--- src/rtl/mbs_pkg.sv ---
package mbs_pkg;
  typedef enum logic [2:0] {
    ST_IDLE = 3'd0,
    ST_T1   = 3'd1,
    ST_T2   = 3'd2,
    ST_T3   = 3'd3,
    ST_T4   = 3'd4
  } tstate_e;

  typedef enum logic [2:0] {
    CK_FETCH = 3'd0,
    CK_MRD   = 3'd1,
    CK_MWR   = 3'd2,
    CK_IORD  = 3'd3,
    CK_IOWR  = 3'd4
  } ckind_e;

  localparam logic [2:0] KIND_MAX = 3'd4;

  function automatic logic kind_reads(ckind_e k);
    return (k == CK_FETCH) || (k == CK_MRD) || (k == CK_IORD);
  endfunction

  function automatic logic kind_writes(ckind_e k);
    return (k == CK_MWR) || (k == CK_IOWR);
  endfunction

  function automatic logic kind_io(ckind_e k);
    return (k == CK_IORD) || (k == CK_IOWR);
  endfunction

  function automatic logic [1:0] kind_status(ckind_e k);
    logic [1:0] st;
    if (k == CK_FETCH)      st = 2'b11;
    else if (kind_reads(k)) st = 2'b10;
    else                    st = 2'b01;
    return st;
  endfunction
endpackage

--- src/rtl/mbs_tseq.sv ---
module mbs_tseq
  import mbs_pkg::*;
#(
  parameter int ADDR_W = 16,
  parameter int DATA_W = 8
) (
  input  logic              clk,
  input  logic              rst,
  input  logic              req_valid,
  input  logic [2:0]        req_kind,
  input  logic [ADDR_W-1:0] req_addr,
  input  logic [DATA_W-1:0] req_wdata,
  output tstate_e           state_q,
  output tstate_e           state_d,
  output ckind_e            kind_q,
  output ckind_e            kind_d,
  output logic [ADDR_W-1:0] addr_d,
  output logic [DATA_W-1:0] wdata_d,
  output logic              idle
);
  logic              accept;
  logic [ADDR_W-1:0] addr_q;
  logic [DATA_W-1:0] wdata_q;

  assign idle   = (state_q == ST_IDLE);
  assign accept = idle && req_valid && (req_kind <= KIND_MAX);

  assign kind_d  = accept ? ckind_e'(req_kind) : kind_q;
  assign addr_d  = accept ? req_addr : addr_q;
  assign wdata_d = accept ? req_wdata : wdata_q;

  always_comb begin
    state_d = state_q;
    unique case (state_q)
      ST_IDLE: if (accept) state_d = ST_T1;
      ST_T1:   state_d = ST_T2;
      ST_T2:   state_d = ST_T3;
      ST_T3:   state_d = (kind_q == CK_FETCH) ? ST_T4 : ST_IDLE;
      ST_T4:   state_d = ST_IDLE;
      default: state_d = ST_IDLE;
    endcase
  end

  always_ff @(posedge clk) begin
    if (rst) begin
      state_q <= ST_IDLE;
      kind_q  <= CK_FETCH;
      addr_q  <= '0;
      wdata_q <= '0;
    end else begin
      state_q <= state_d;
      kind_q  <= kind_d;
      addr_q  <= addr_d;
      wdata_q <= wdata_d;
    end
  end

  // A bus cycle only starts from idle
  p_start_from_idle_r1: assert property (@(posedge clk) disable iff (rst)
    (state_q == ST_T1) |-> $past(state_q == ST_IDLE));

  // Request fields are frozen while busy
  p_kind_frozen_r10: assert property (@(posedge clk) disable iff (rst)
    (state_q != ST_IDLE && $past(state_q != ST_IDLE)) |-> $stable(kind_q));
endmodule

--- src/rtl/mbs_pins.sv ---
module mbs_pins
  import mbs_pkg::*;
#(
  parameter int ADDR_W = 16,
  parameter int DATA_W = 8
) (
  input  logic                     clk,
  input  logic                     rst,
  input  tstate_e                  state_q,
  input  tstate_e                  state_d,
  input  ckind_e                   kind_q,
  input  ckind_e                   kind_d,
  input  logic [ADDR_W-1:0]        addr_d,
  input  logic [DATA_W-1:0]        wdata_d,
  input  logic [DATA_W-1:0]        ad_in,
  output logic                     done,
  output logic [DATA_W-1:0]        rdata,
  output logic [ADDR_W-DATA_W-1:0] addr_hi,
  output logic [DATA_W-1:0]        ad_out,
  output logic                     ad_oe,
  output logic                     ale,
  output logic                     io_m,
  output logic                     s1,
  output logic                     s0,
  output logic                     rd_n,
  output logic                     wr_n
);
  logic strobe_win;
  logic nxt_busy;
  logic wr_drive;

  assign nxt_busy   = (state_d != ST_IDLE);
  assign strobe_win = (state_d == ST_T2) || (state_d == ST_T3);
  assign wr_drive   = strobe_win && kind_writes(kind_d);

  always_ff @(posedge clk) begin
    if (rst) begin
      done    <= 1'b0;
      rdata   <= '0;
      addr_hi <= '0;
      ad_out  <= '0;
      ad_oe   <= 1'b0;
      ale     <= 1'b0;
      io_m    <= 1'b0;
      {s1, s0} <= 2'b00;
      rd_n    <= 1'b1;
      wr_n    <= 1'b1;
    end else begin
      ale   <= (state_d == ST_T1);
      rd_n  <= !(strobe_win && kind_reads(kind_d));
      wr_n  <= !wr_drive;
      ad_oe <= (state_d == ST_T1) || wr_drive;
      if (state_d == ST_T1)  ad_out <= addr_d[DATA_W-1:0];
      else if (wr_drive)     ad_out <= wdata_d;
      else                   ad_out <= '0;
      if (nxt_busy) begin
        addr_hi  <= addr_d[ADDR_W-1:DATA_W];
        io_m     <= kind_io(kind_d);
        {s1, s0} <= kind_status(kind_d);
      end else begin
        io_m     <= 1'b0;
        {s1, s0} <= 2'b00;
      end
      if (state_q == ST_T3 && kind_reads(kind_q)) rdata <= ad_in;
      done <= (state_q == ST_T4) || (state_q == ST_T3 && kind_q != CK_FETCH);
    end
  end

  p_strobes_excl_r6: assert property (@(posedge clk) disable iff (rst)
    !(!rd_n && !wr_n));

  p_read_released_r5: assert property (@(posedge clk) disable iff (rst)
    !rd_n |-> !ad_oe);

  p_ale_single_r4: assert property (@(posedge clk) disable iff (rst)
    ale |=> !ale);

  p_done_pulse_r9: assert property (@(posedge clk) disable iff (rst)
    done |=> !done);

  p_idle_quiet_r10: assert property (@(posedge clk) disable iff (rst)
    (state_q == ST_IDLE) |-> (rd_n && wr_n && !ale && !ad_oe));
endmodule

--- src/rtl/mux_bus_seq.sv ---
module mux_bus_seq
  import mbs_pkg::*;
#(
  parameter int ADDR_W = 16,
  parameter int DATA_W = 8
) (
  input  logic                     clk,
  input  logic                     rst,
  input  logic                     req_valid,
  input  logic [2:0]               req_kind,
  input  logic [ADDR_W-1:0]        req_addr,
  input  logic [DATA_W-1:0]        req_wdata,
  output logic                     ready,
  output logic                     done,
  output logic [DATA_W-1:0]        rdata,
  output logic [ADDR_W-DATA_W-1:0] addr_hi,
  output logic [DATA_W-1:0]        ad_out,
  output logic                     ad_oe,
  input  logic [DATA_W-1:0]        ad_in,
  output logic                     ale,
  output logic                     io_m,
  output logic                     s1,
  output logic                     s0,
  output logic                     rd_n,
  output logic                     wr_n
);
  tstate_e           state_q, state_d;
  ckind_e            kind_q, kind_d;
  logic [ADDR_W-1:0] addr_d;
  logic [DATA_W-1:0] wdata_d;

  mbs_tseq #(.ADDR_W(ADDR_W), .DATA_W(DATA_W)) i_tseq (
    .clk(clk), .rst(rst), .req_valid(req_valid), .req_kind(req_kind),
    .req_addr(req_addr), .req_wdata(req_wdata), .state_q(state_q),
    .state_d(state_d), .kind_q(kind_q), .kind_d(kind_d), .addr_d(addr_d),
    .wdata_d(wdata_d), .idle(ready)
  );

  mbs_pins #(.ADDR_W(ADDR_W), .DATA_W(DATA_W)) i_pins (
    .clk(clk), .rst(rst), .state_q(state_q), .state_d(state_d),
    .kind_q(kind_q), .kind_d(kind_d), .addr_d(addr_d), .wdata_d(wdata_d),
    .ad_in(ad_in), .done(done), .rdata(rdata), .addr_hi(addr_hi),
    .ad_out(ad_out), .ad_oe(ad_oe), .ale(ale), .io_m(io_m), .s1(s1),
    .s0(s0), .rd_n(rd_n), .wr_n(wr_n)
  );

  // Status held through the cycle once it has begun
  p_status_steady_r3: assert property (@(posedge clk) disable iff (rst)
    (!ready && $past(!ready)) |-> $stable({io_m, s1, s0}));

  // Address strobe only follows an idle clock
  p_ale_after_idle_r2: assert property (@(posedge clk) disable iff (rst)
    $rose(ale) |-> $past(ready));
endmodule

--- config.mk ---
export PLATFORM = sky130hd
export DESIGN_NAME = mux_bus_seq
export DESIGN_NICKNAME = d
export VERILOG_FILES = /design/src/rtl/mbs_pkg.sv /design/src/rtl/mbs_tseq.sv /design/src/rtl/mbs_pins.sv /design/src/rtl/mux_bus_seq.sv
export SDC_FILE = /design/constraint.sdc
export NUM_CORES = 1
export LEC_CHECK = 0
export BUFFER_PORTS_ARGS = -buffer_cell sky130_fd_sc_hd__buf_2
export CAP_MARGIN = 5
export CORE_AREA = 3 3 68 70
export CTS_BUF_LIST = sky130_fd_sc_hd__clkbuf_8
export CTS_CLUSTER_SIZE = 28
export DETAILED_ROUTE_END_ITERATION = 6
export DIE_AREA = 0 0 71 73
export PLACE_DENSITY = 0.87
export REMOVE_ABC_BUFFERS = 1
export SETUP_SLACK_MARGIN = 0.05
export SYNTH_ARGS = -nofsm -noshare
export SYNTH_HDL_FRONTEND = slang
export SYNTH_SLANG_ARGS = --single-unit
export TNS_END_PERCENT = 10
--- constraint.sdc ---
create_clock -name clk -period 4.4 [get_ports clk]
set_input_delay 0.22 -clock clk [delete_from_list [all_inputs] [get_ports clk]]
set_output_delay 0.22 -clock clk [all_outputs]
set_load 0.1 [all_outputs]
# Word level (Yosys, flattened, before mapping)
# Cells that the tools add are included.
# W data, S select, Z words.
# totals
register_bits	62
in_bits	38
out_inout_bits	33
word_cells	63
# classes
order_cmp	1
n_eq_ne	13
muxes	10
bitwise_logic	1
n_reduce_logical	23
# ops
cell	count
$mux W8	3
$eq A3 B2 Y1 const B	7
$mux W16	1
$eq A3 B1 Y1 const B	4
$pmux W3 S4	1
$logic_not A3 Y1	3
$logic_or A1 B1 Y1	9
$mux W3	3
$eq A3 B3 Y1 const B	2
$logic_and A1 B1 Y1	6
$reduce_bool A3 Y1	2
$mux W2	2
$le A3 B3 Y1 const B	1
$logic_not A1 Y1	2
$reduce_or A2 Y1	1
$not A1 Y1	1

# Depth between registers and ports, before layout
# Gate-level depths: netlist of the first run.
# logic_depth
ltp_word	10
ltp_mapped	8
mapped_depth_nobuf	5

# Cells and area by module
# From an unflattened synthesis of the first run, not the netlist that was laid out.
# hier_totals
hier_cells	279
area_unflattened_um2	2975.4
# modules_own_cells
mod	n_inst	cells_per_inst	area_per_inst_um2
mbs_tseq	1	163	1783.0
mbs_pins	1	116	1192.4

# Worst setup path before layout of the first run
# No wires, ideal clock.
# synth_timing
path_type	reg-to-reg
from	register i_tseq.state_q[2]
to	register i_pins.ad_out[0]
arrival_ps	1876
required_time_ps	4330
setup_slack_ps	2453
stages_incl_launch_ff	9
path_buffers	3
cell_sequence	dfxtp_1 -> buf_6 -> or3_1 -> buf_2 -> inv_2 -> buf_2 -> and4_1 -> o21ai_1 -> a21oi_1
# synth_via
elab_chain_cells	10
word_cells_on_any_way	21
# synth_lines
item	line	source
start, declared	mbs_tseq.sv:13	output tstate_e state_q,
start signal, assigned	mbs_tseq.sv:51	state_q <= state_d;
$logic_not A3 Y1 (*)	mbs_tseq.sv:25	assign idle = (state_q == ST_IDLE);
named net ready	mux_bus_seq.sv:13	output logic ready,
$logic_and A1 B1 Y1 (2 in series)	mbs_tseq.sv:26	assign accept = idle && req_valid && (req_kind <= KIND_MAX);
$mux W3	mbs_tseq.sv:35	ST_IDLE: if (accept) state_d = ST_T1;
$pmux W3 S4	mbs_tseq.sv:34	unique case (state_q)
$eq A3 B2 Y1	mbs_pins.sv:33	assign strobe_win = (state_d == ST_T2) || (state_d == ST_T3);
$logic_or A1 B1 Y1	mbs_pins.sv:33	
$logic_and A1 B1 Y1	mbs_pins.sv:34	assign wr_drive = strobe_win && kind_writes(kind_d);
$mux W8	mbs_pins.sv:54	else if (wr_drive) ad_out <= wdata_d;
$mux W8 (*)	mbs_pins.sv:53	if (state_d == ST_T1) ad_out <= addr_d[DATA_W-1:0];
end signal, assigned	mbs_pins.sv:53	
end signal, assigned	mbs_pins.sv:54	
end, declared	mbs_pins.sv:19	output logic [DATA_W-1:0] ad_out,
# The timed path passes the listed nets; every way through them passes the cells marked *.
# A chain may end at the register's enable or synchronous reset.

# Worst setup path after layout of the first run
# layout_timing
from	register i_tseq.state_q[2]
to	register i_pins.io_m
# layout_via
elab_chain_cells	8
word_cells_on_any_way	15
# layout_lines
item	line	source
$logic_not A3 Y1	mbs_tseq.sv:25, mbs_tseq.sv:34	
$logic_and A1 B1 Y1 (2 in series)	mbs_tseq.sv:26	
$mux W3	mbs_tseq.sv:35	
$pmux W3 S4	mbs_tseq.sv:34	
$reduce_bool A3 Y1	mbs_pins.sv:32	assign nxt_busy = (state_d != ST_IDLE);
$not A1 Y1 (no source line)	--	
$reduce_or A2 Y1 (no source line)	--	
end signal, assigned	mbs_pins.sv:58	io_m <= kind_io(kind_d);
end, declared	mbs_pins.sv:22	output logic io_m,
# Parallel ways exist; a longest one is shown, timed or not.

==> impl_results.md, run 1 <==
- Worst skew pair latency: 0.31 ns
- Vias in the first global route: 1818
- Routability cong.: 0.893
- Dpl ws: 1.69 ns
- CORE AREA: 4030 um2
- Root Buffer: clkbuf_8
- Largest net degree at the start of global routing: 45
- Die area: 5180 um2
- WP data arrival: 2.92 ns
- Max Clk Rate: 362 MHz
- GRT Overall Usage: 19.4%
- Worst path depth: 5
- Hold/Removal Path Class: input pin to flop
- Worst vdd ir: 0.000253 V
- Iteration-0 DRC Markers: 163
- Pre-Repair DR Iteration Count: 4
- FF+latch count, synth: 54
- Least-Margin Pin Slew: 1.08 ns
- Min Tclk post-route: 2.76 ns
- Power per cell area: 422 nW/um2
- Fraction of layout instances using a drive strength above 1: 30.9%
- Cell count after synthesis: 228
- Ys flop type: dfxtp_1
- HPWL after DPL: 3540 um
- Buf+Inv Stages, Crit Path: 1
- Hold path depth: 3
- CTS Sinks: 54
- Seq/Total Area, Yosys: 48.6%
- Crit path max-delay family: simple AND/OR/NAND/NOR gates
- Static leakage: 1.14 nW
- Overall Power: 0.00111 W
- Async SR Flop Fraction: 0%
- Chip height: 73 um
- Syn avg cell area: 9.76 um2
- Yosys top cell area share: 48.6%
- Fin Clk Skew: 0.0109 ns
- CTS Hold Bufs: 0
- Reg2reg path depth: 5
- First-pass GRT wire length: 8070 um
- Max-cap violation count: 0
- Initial Util: 55.2%
- Startpoint types: flop
- EDFF count, synth: 0
- Hold Vio Cnt, Final: 0
- RSZ-0062 raised after global routing: no
- Die X: 71 um
- Number of cell rows: 23
- CTS tree: yes
- Top-Level Pins: 71
- Clock slew at reported path FFs: 0.10 ns
- Grt ovf: 0
- N_diodes: 0
- Critical Path RT: 4.56 ns
- Layout fillers: 353
- TritonCTS Buffers: 5
- Crit-path slowest cell: or3_1
- WS Path Type: flop to flop
- Area grow syn2layout: 18.5%
- Vias per inst: 5.66
- Setup tns final: 0 ns
- Routed via count: 1895
- Syn Std Cell Area: 2220 um2
- Crit-path cells: or3_1, inv_2, nand3_1, a221oi_1, a2111oi_2
- Count of different cell masters after synthesis: 38
- Wire per inst: 14.9 um
- Leading area contributor after synthesis: dfxtp_1
- Antenna violations before repair: 0
- Worst setup margin: 1.64 ns
- Rel. slew slack: 27.3%
- Max clock buf depth: 2
- Final Max Slew Viols: 0
- CTS HTree Levels: 2
- Synth area leaders: dfxtp_1 49%, mux2i_1 7.6%, nor2_1 3.9%, and4_1 3.5%, a21oi_1 3.4%
- Final ANT Viol Nets: 0
- Synth warn: 0
- Largest stage delay, worst path: 0.63 ns
- Status: finished, final reports clean
- Residual DRC count: 0
- Crit. End Element: flop
- Setup bufs post-CTS: 0
- # port buffers: 70
- Routed wire length: 4990 um
- Net count, final: 322
- Max FO, Critical Path: 17
- Fin crit share: 62.7%
- PostCTS Resize Cnt: 0
- Setup violators final: 0
[final timing paths]
check | end | start | slack (ns)
setup / recovery | i_pins.io_m$_SDFF_PP0_ | i_tseq.state_q[2]$_SDFF_PP0_ | 1.64
hold / removal | i_pins.ad_out[5]$_SDFF_PP0_ | req_addr[5] | 0.14
setup reg to reg | i_pins.io_m$_SDFF_PP0_ | i_tseq.state_q[2]$_SDFF_PP0_ | 1.64
hold reg to reg | i_pins.rdata[1]$_SDFFE_PP0P_ | i_pins.rdata[1]$_SDFFE_PP0P_ | 0.50
[cell usage after synthesis, types with 2 or more instances]
master,count
o31a_1,7
o21ai_1,7
a2111oi_2,2
a21oi_1,15
or3_1,2
buf_2,7
nor3_1,4
nor2_1,23
nor4_1,2
inv_2,2
xnor2_1,2
dfxtp_1,54
nand3_1,3
clkbuf_1,13
o311ai_0,8
mux2i_1,17
inv_1,4
nand2_1,11
nor2b_1,2
nand4_1,2
o21a_1,8
and4_1,9
o31ai_1,9
[layout make-up]
type | count | area (um2) | share of cell area [%]
clock buffers | 5 | 68.8 | 2.61
clock inverters | 3 | 25.0 | 0.949
well taps | 50 | 62.6 | 2.37
inverters | 6 | 22.5 | 0.854
multi-input cells | 147 | 1030 | 38.9
repair buffers | 70 | 350 | 13.3
flip-flops and latches | 54 | 1080 | 41.0
[where the power goes]
part           leakage (nW)  internal, W  total [W]  switching, W
logic                 0.650    0.0000664   0.000298      0.000231
clock network        0.0447     0.000115   0.000280      0.000165
registers             0.440     0.000519   0.000534     0.0000155
[tightest hold or removal path, delay by kind of cell]
| family | cells | cell delay [ns] |
|---|---|---|
| compound gates | 1 | 0.05 |
| simple gates | 1 | 0.04 |
| buf+inv | 1 | 0.09 |
[kinds of logic (layout without fill, tap and decap cells)]
group | count (synthesis) | after routing | synth area share (%)
XOR/XNOR | 2 | 2 | 0.788
AND/OR/NAND/NOR | 63 | 63 | 15.4
multiplexers | 17 | 17 | 7.65
AO/OA/AOI/OAI | 65 | 65 | 22.3
flip-flops | 54 | 54 | 48.6
buffers and inverters | 27 | 84 | 5.29
[cell usage in the layout (no fill, tap or decap), drive strengths merged, types with 2 or more instances in the layout]
cell type / n
o311ai: 8
dfxtp: 54
nor2: 23
nand2: 11
or3: 2
a21oi: 15
o31ai: 10
nor2b: 2
buf: 70
mux2i: 17
nor3: 6
a2111oi: 3
nand3: 3
and4: 9
inv: 7
o31a: 7
nand4: 2
nor4: 3
xnor2: 2
clkbuf: 5
o21a: 8
o21ai: 9
[metrics by stage]
step | instance area [um2] | utilization (%) | hold slack (ns) | std cells
3_5_place_dp | 2540 | 63.1 | 0.464 | 327
2_1_floorplan | 2130 | - | 0.289 | 207
5_1_grt | 2640 | 65.4 | 0.131 | 335
4_1_cts | 2640 | 65.4 | 0.130 | 335
3_3_place_gp | 2540 | 63.1 | 0.452 | 327
6_report | 2640 | 65.4 | 0.137 | 335
[per-layer routing]
layer  track usage, %  routed length (um)  vias up
met5                0                   0        -
met4             7.31                  62        0
met3             4.55                 308        8
met2             32.6                2410       60
met1             24.3                2210      882
li1                 -                   -      945
[sequential cells by signal (all words and copies together), names as in the netlist]
| signal | flops |
|---|---|
| i_pins.ad_out | 8 |
| i_pins.rd_n | 1 |
| i_tseq.state_q | 3 |
| i_pins.wr_n | 1 |
| i_pins.addr_hi | 8 |
| i_pins.s1 | 1 |
| i_pins.s0 | 1 |
| i_pins.rdata | 8 |
| i_tseq.addr_q | 8 |
| i_pins.ale | 1 |
| i_tseq.wdata_q | 8 |
| i_pins.io_m | 1 |
| i_tseq.kind_q | 3 |
| i_pins.done | 1 |
| i_pins.ad_oe | 1 |
No activity file was read; power rests on OpenSTA's default activity.
==> run 2: changes to the inputs <==
--- a/config.mk
+++ b/config.mk
@@ -7,12 +7,12 @@
 export LEC_CHECK = 0
 export BUFFER_PORTS_ARGS = -buffer_cell sky130_fd_sc_hd__buf_2
 export CAP_MARGIN = 5
-export CORE_AREA = 3 3 68 70
+export CORE_AREA = 3 3 70 72
 export CTS_BUF_LIST = sky130_fd_sc_hd__clkbuf_8
 export CTS_CLUSTER_SIZE = 28
 export DETAILED_ROUTE_END_ITERATION = 6
-export DIE_AREA = 0 0 71 73
-export PLACE_DENSITY = 0.87
+export DIE_AREA = 0 0 73 75
+export PLACE_DENSITY = 0.83
 export REMOVE_ABC_BUFFERS = 1
 export SETUP_SLACK_MARGIN = 0.05
 export SYNTH_ARGS = -nofsm -noshare
==> constraint.sdc (replaced) <==
create_clock -name clk -period 2.7 [get_ports clk]
set_input_delay 0.135 -clock clk [delete_from_list [all_inputs] [get_ports clk]]
set_output_delay 0.135 -clock clk [all_outputs]
set_load 0.1 [all_outputs]
==> run 2 against run 1 <==
First-iteration DRC count shrank 35%. Worst hold slack worse by 0.086 ns. Via count decreased by 1.7%. Critical path depth increased by 1. Clock skew fell by 0.0030 ns.
==> impl_results.md, run 2 (synthesized netlist as in run 1, its figures left out) <==
- Reg2reg path depth: 6 (+1)
- First-pass GRT wire length: 8020 um (-0.69%)
- Least-Margin Pin Slew: 0.774 ns (-0.305 ns)
- Net count, final: 328 (+1.9%)
- Most frequent cells in the layout: 70 x buf_2, 54 x dfxtp_1, 23 x nor2_1
- Largest net degree at the start of global routing: 26 (-42%)
- Critical Path RT: 2.93 ns (-1.63 ns)
- Final ANT Viol Nets: 0 (unchanged)
- # port buffers: 70 (unchanged)
- N_diodes: 0 (unchanged)
- Hold path depth: 3 (unchanged)
- Switching Share: 35.7% (-1.3 points)
- Fin crit share: 73.0% (+10 points)
- PostCTS Resize Cnt: 0 (unchanged)
- WS Path Type: flop to flop
- Fin Clk Skew: 0.00793 ns (-0.00301 ns)
- Startpoint types: flop
- Root Buffer: clkbuf_8
- Number of cell rows: 24 (+4.3%)
- Die X: 73 um (+2.8%)
- GRT Overall Usage: 19.2% (-0.25 points)
- Setup tns final: 0 ns (unchanged)
- Worst skew pair latency: 0.31 ns (about the same)
- Static leakage: 1.17 nW (+3.2%)
- Chip height: 75 um (+2.7%)
- Vias per inst: 5.43 (-4.0%)
- RSZ-0062 raised after global routing: no
- Antenna violations before repair: 0 (unchanged)
- Combinational fraction of design power: 27.3% (+0.5 points)
- Clock power frac: 24.8% (-0.4 points)
- Final Max Slew Viols: 0 (unchanged)
- CTS Hold Bufs: 0 (unchanged)
- Dpl ws: 0.740 ns (-0.952 ns)
- Multi-input logic area: 1030 um2 (unchanged)
- Setup bufs post-CTS: 0 (unchanged)
- Area grow syn2layout: 20.5%
- Worst vdd ir: 0.000397 V (+57%)
- Hold/Removal Path Class: input pin to flop
- CTS HTree Levels: 2 (unchanged)
- Vias in the first global route: 1782 (-2.0%)
- Max-cap violation count: 0 (unchanged)
- Crit-path slowest cell: or3_1
- Setup violators final: 0 (unchanged)
- Seq. cell area: 1080 um2 (unchanged)
- Internal Power: 0.00117 W (+66%)
- Fraction of layout instances using a drive strength above 1: 32.0% (+1.1 points)
- Final Util: 61.6% (-3.9 points)
- Power per cell area: 676 nW/um2 (+60%)
- CTS Sinks: 54 (unchanged)
- Top-Level Pins: 71 (unchanged)
- Die area: 5480 um2 (+5.6%)
- Iteration-0 DRC Markers: 106 (-35%)
- HPWL after DPL: 3430 um (-2.9%)
- Largest stage delay, worst path: 0.41 ns (-0.22 ns)
- Routed via count: 1862 (-1.7%)
- Grt ovf: 0 (unchanged)
- Pre-Repair DR Iteration Count: 4 (unchanged)
- Initial Util: 51.1% (-4.1 points)
- Clock slew at reported path FFs: 0.09 ns (about the same)
- Seq pwr share: 48.0% (about the same)
- Rel. slew slack: 48.0% (+21 points)
- Crit-path cells: or3_1, inv_2, nand3_1, buf_4, mux2i_1, o31ai_1
- Layout fillers: 379 (+7.4%)
- Crit. End Element: flop
- CORE AREA: 4350 um2 (+8.1%)
- Most common cell after layout, fill and taps aside: buf_2
- Switching pwr: 0.000646 W (+57%)
- Worst setup margin: 0.728 ns (-0.911 ns)
- Final hold slack: 0.0513 ns (-0.0858 ns)
- CTS tree: yes
- Hold Vio Cnt, Final: 0 (unchanged)
- Max Clk Rate: 507 MHz (+40%)
- Status: finished, final reports clean
- Residual DRC count: 0 (unchanged)
- Routed wire length: 4870 um (-2.2%)
- Max FO, Critical Path: 13 (-4)
- WP data arrival: 2.20 ns (-0.72 ns)
- Wire per inst: 14.2 um (-4.5%)
- Routability cong.: 0.902 (+0.94%)
- Min Tclk post-route: 1.97 ns (-0.789 ns)
- Max clock buf depth: 2 (unchanged)
- TritonCTS Buffers: 5 (unchanged)
==> run 2: cell types whose count changed in the layout (fill, tap and decap cells not counted) <==
cell	previous run	this run
inv_6	1	0
clkinv_4	1	0
buf_4	0	6
clkinv_2	0	1
clkinvlp_4	1	0
inv_1	4	5
clkbuf_8	5	6
==> run 2: final timing paths <==
check	start	endpoint	slack [ns]
min	req_addr[3]	i_pins.ad_out[3]$_SDFF_PP0_	0.05
max reg2reg	i_tseq.state_q[0]$_SDFF_PP0_	i_pins.addr_hi[7]$_SDFFE_PP0P_	0.73
min reg2reg	i_pins.rdata[1]$_SDFFE_PP0P_	i_pins.rdata[1]$_SDFFE_PP0P_	0.50
max	i_tseq.state_q[0]$_SDFF_PP0_	i_pins.addr_hi[7]$_SDFFE_PP0P_	0.73
==> run 2: routing by layer <==
metal / up-vias / global-route usage (%) / wire length (um)
li1: 959 / - / -
met1: 835 / 22.8 / 2160
met2: 60 / 32.3 / 2300
met3: 8 / 5.47 / 331
met4: 0 / 8.40 / 85
met5: - / 0 / 0
==> run 2: metrics by stage <==
stage               power, W  std cells  area [um2]
floorplan            0.00126        207        2130
global placement     0.00138        335        2590
detailed placement   0.00138        335        2590
CTS                  0.00184        343        2680
global route         0.00190        343        2680
finish               0.00181        343        2680
==> run 2: critical path, delay by kind of cell (launching register included) <==
kind                   cells  cell delay [ns]
multiplexers               1             0.14
flip-flops                 1             0.36
buffers and inverters      2             0.46
AO/OA/AOI/OAI              1             0.21
AND/OR/NAND/NOR            2             0.72
==> run 2: final cells by class <==
| type | instances | area share, % |
|---|---|---|
| multi-input cells | 147 | 38.3 |
| clock inverters | 2 | 0.327 |
| repair buffers | 76 | 14.7 |
| inverters | 6 | 0.840 |
| clock buffers | 6 | 3.08 |
| flip-flops and latches | 54 | 40.3 |
| well taps | 52 | 2.43 |
==> run 2: power groups by stage <==
stage                     Combinational [W]  Sequential (W)  Clock, W
after floorplan                    0.000178         0.00108         0
after global placement             0.000490        0.000886         0
after detailed placement           0.000494        0.000887         0
after CTS                          0.000495        0.000869  0.000474
after global routing               0.000527        0.000875  0.000500
final                              0.000494        0.000869  0.000449
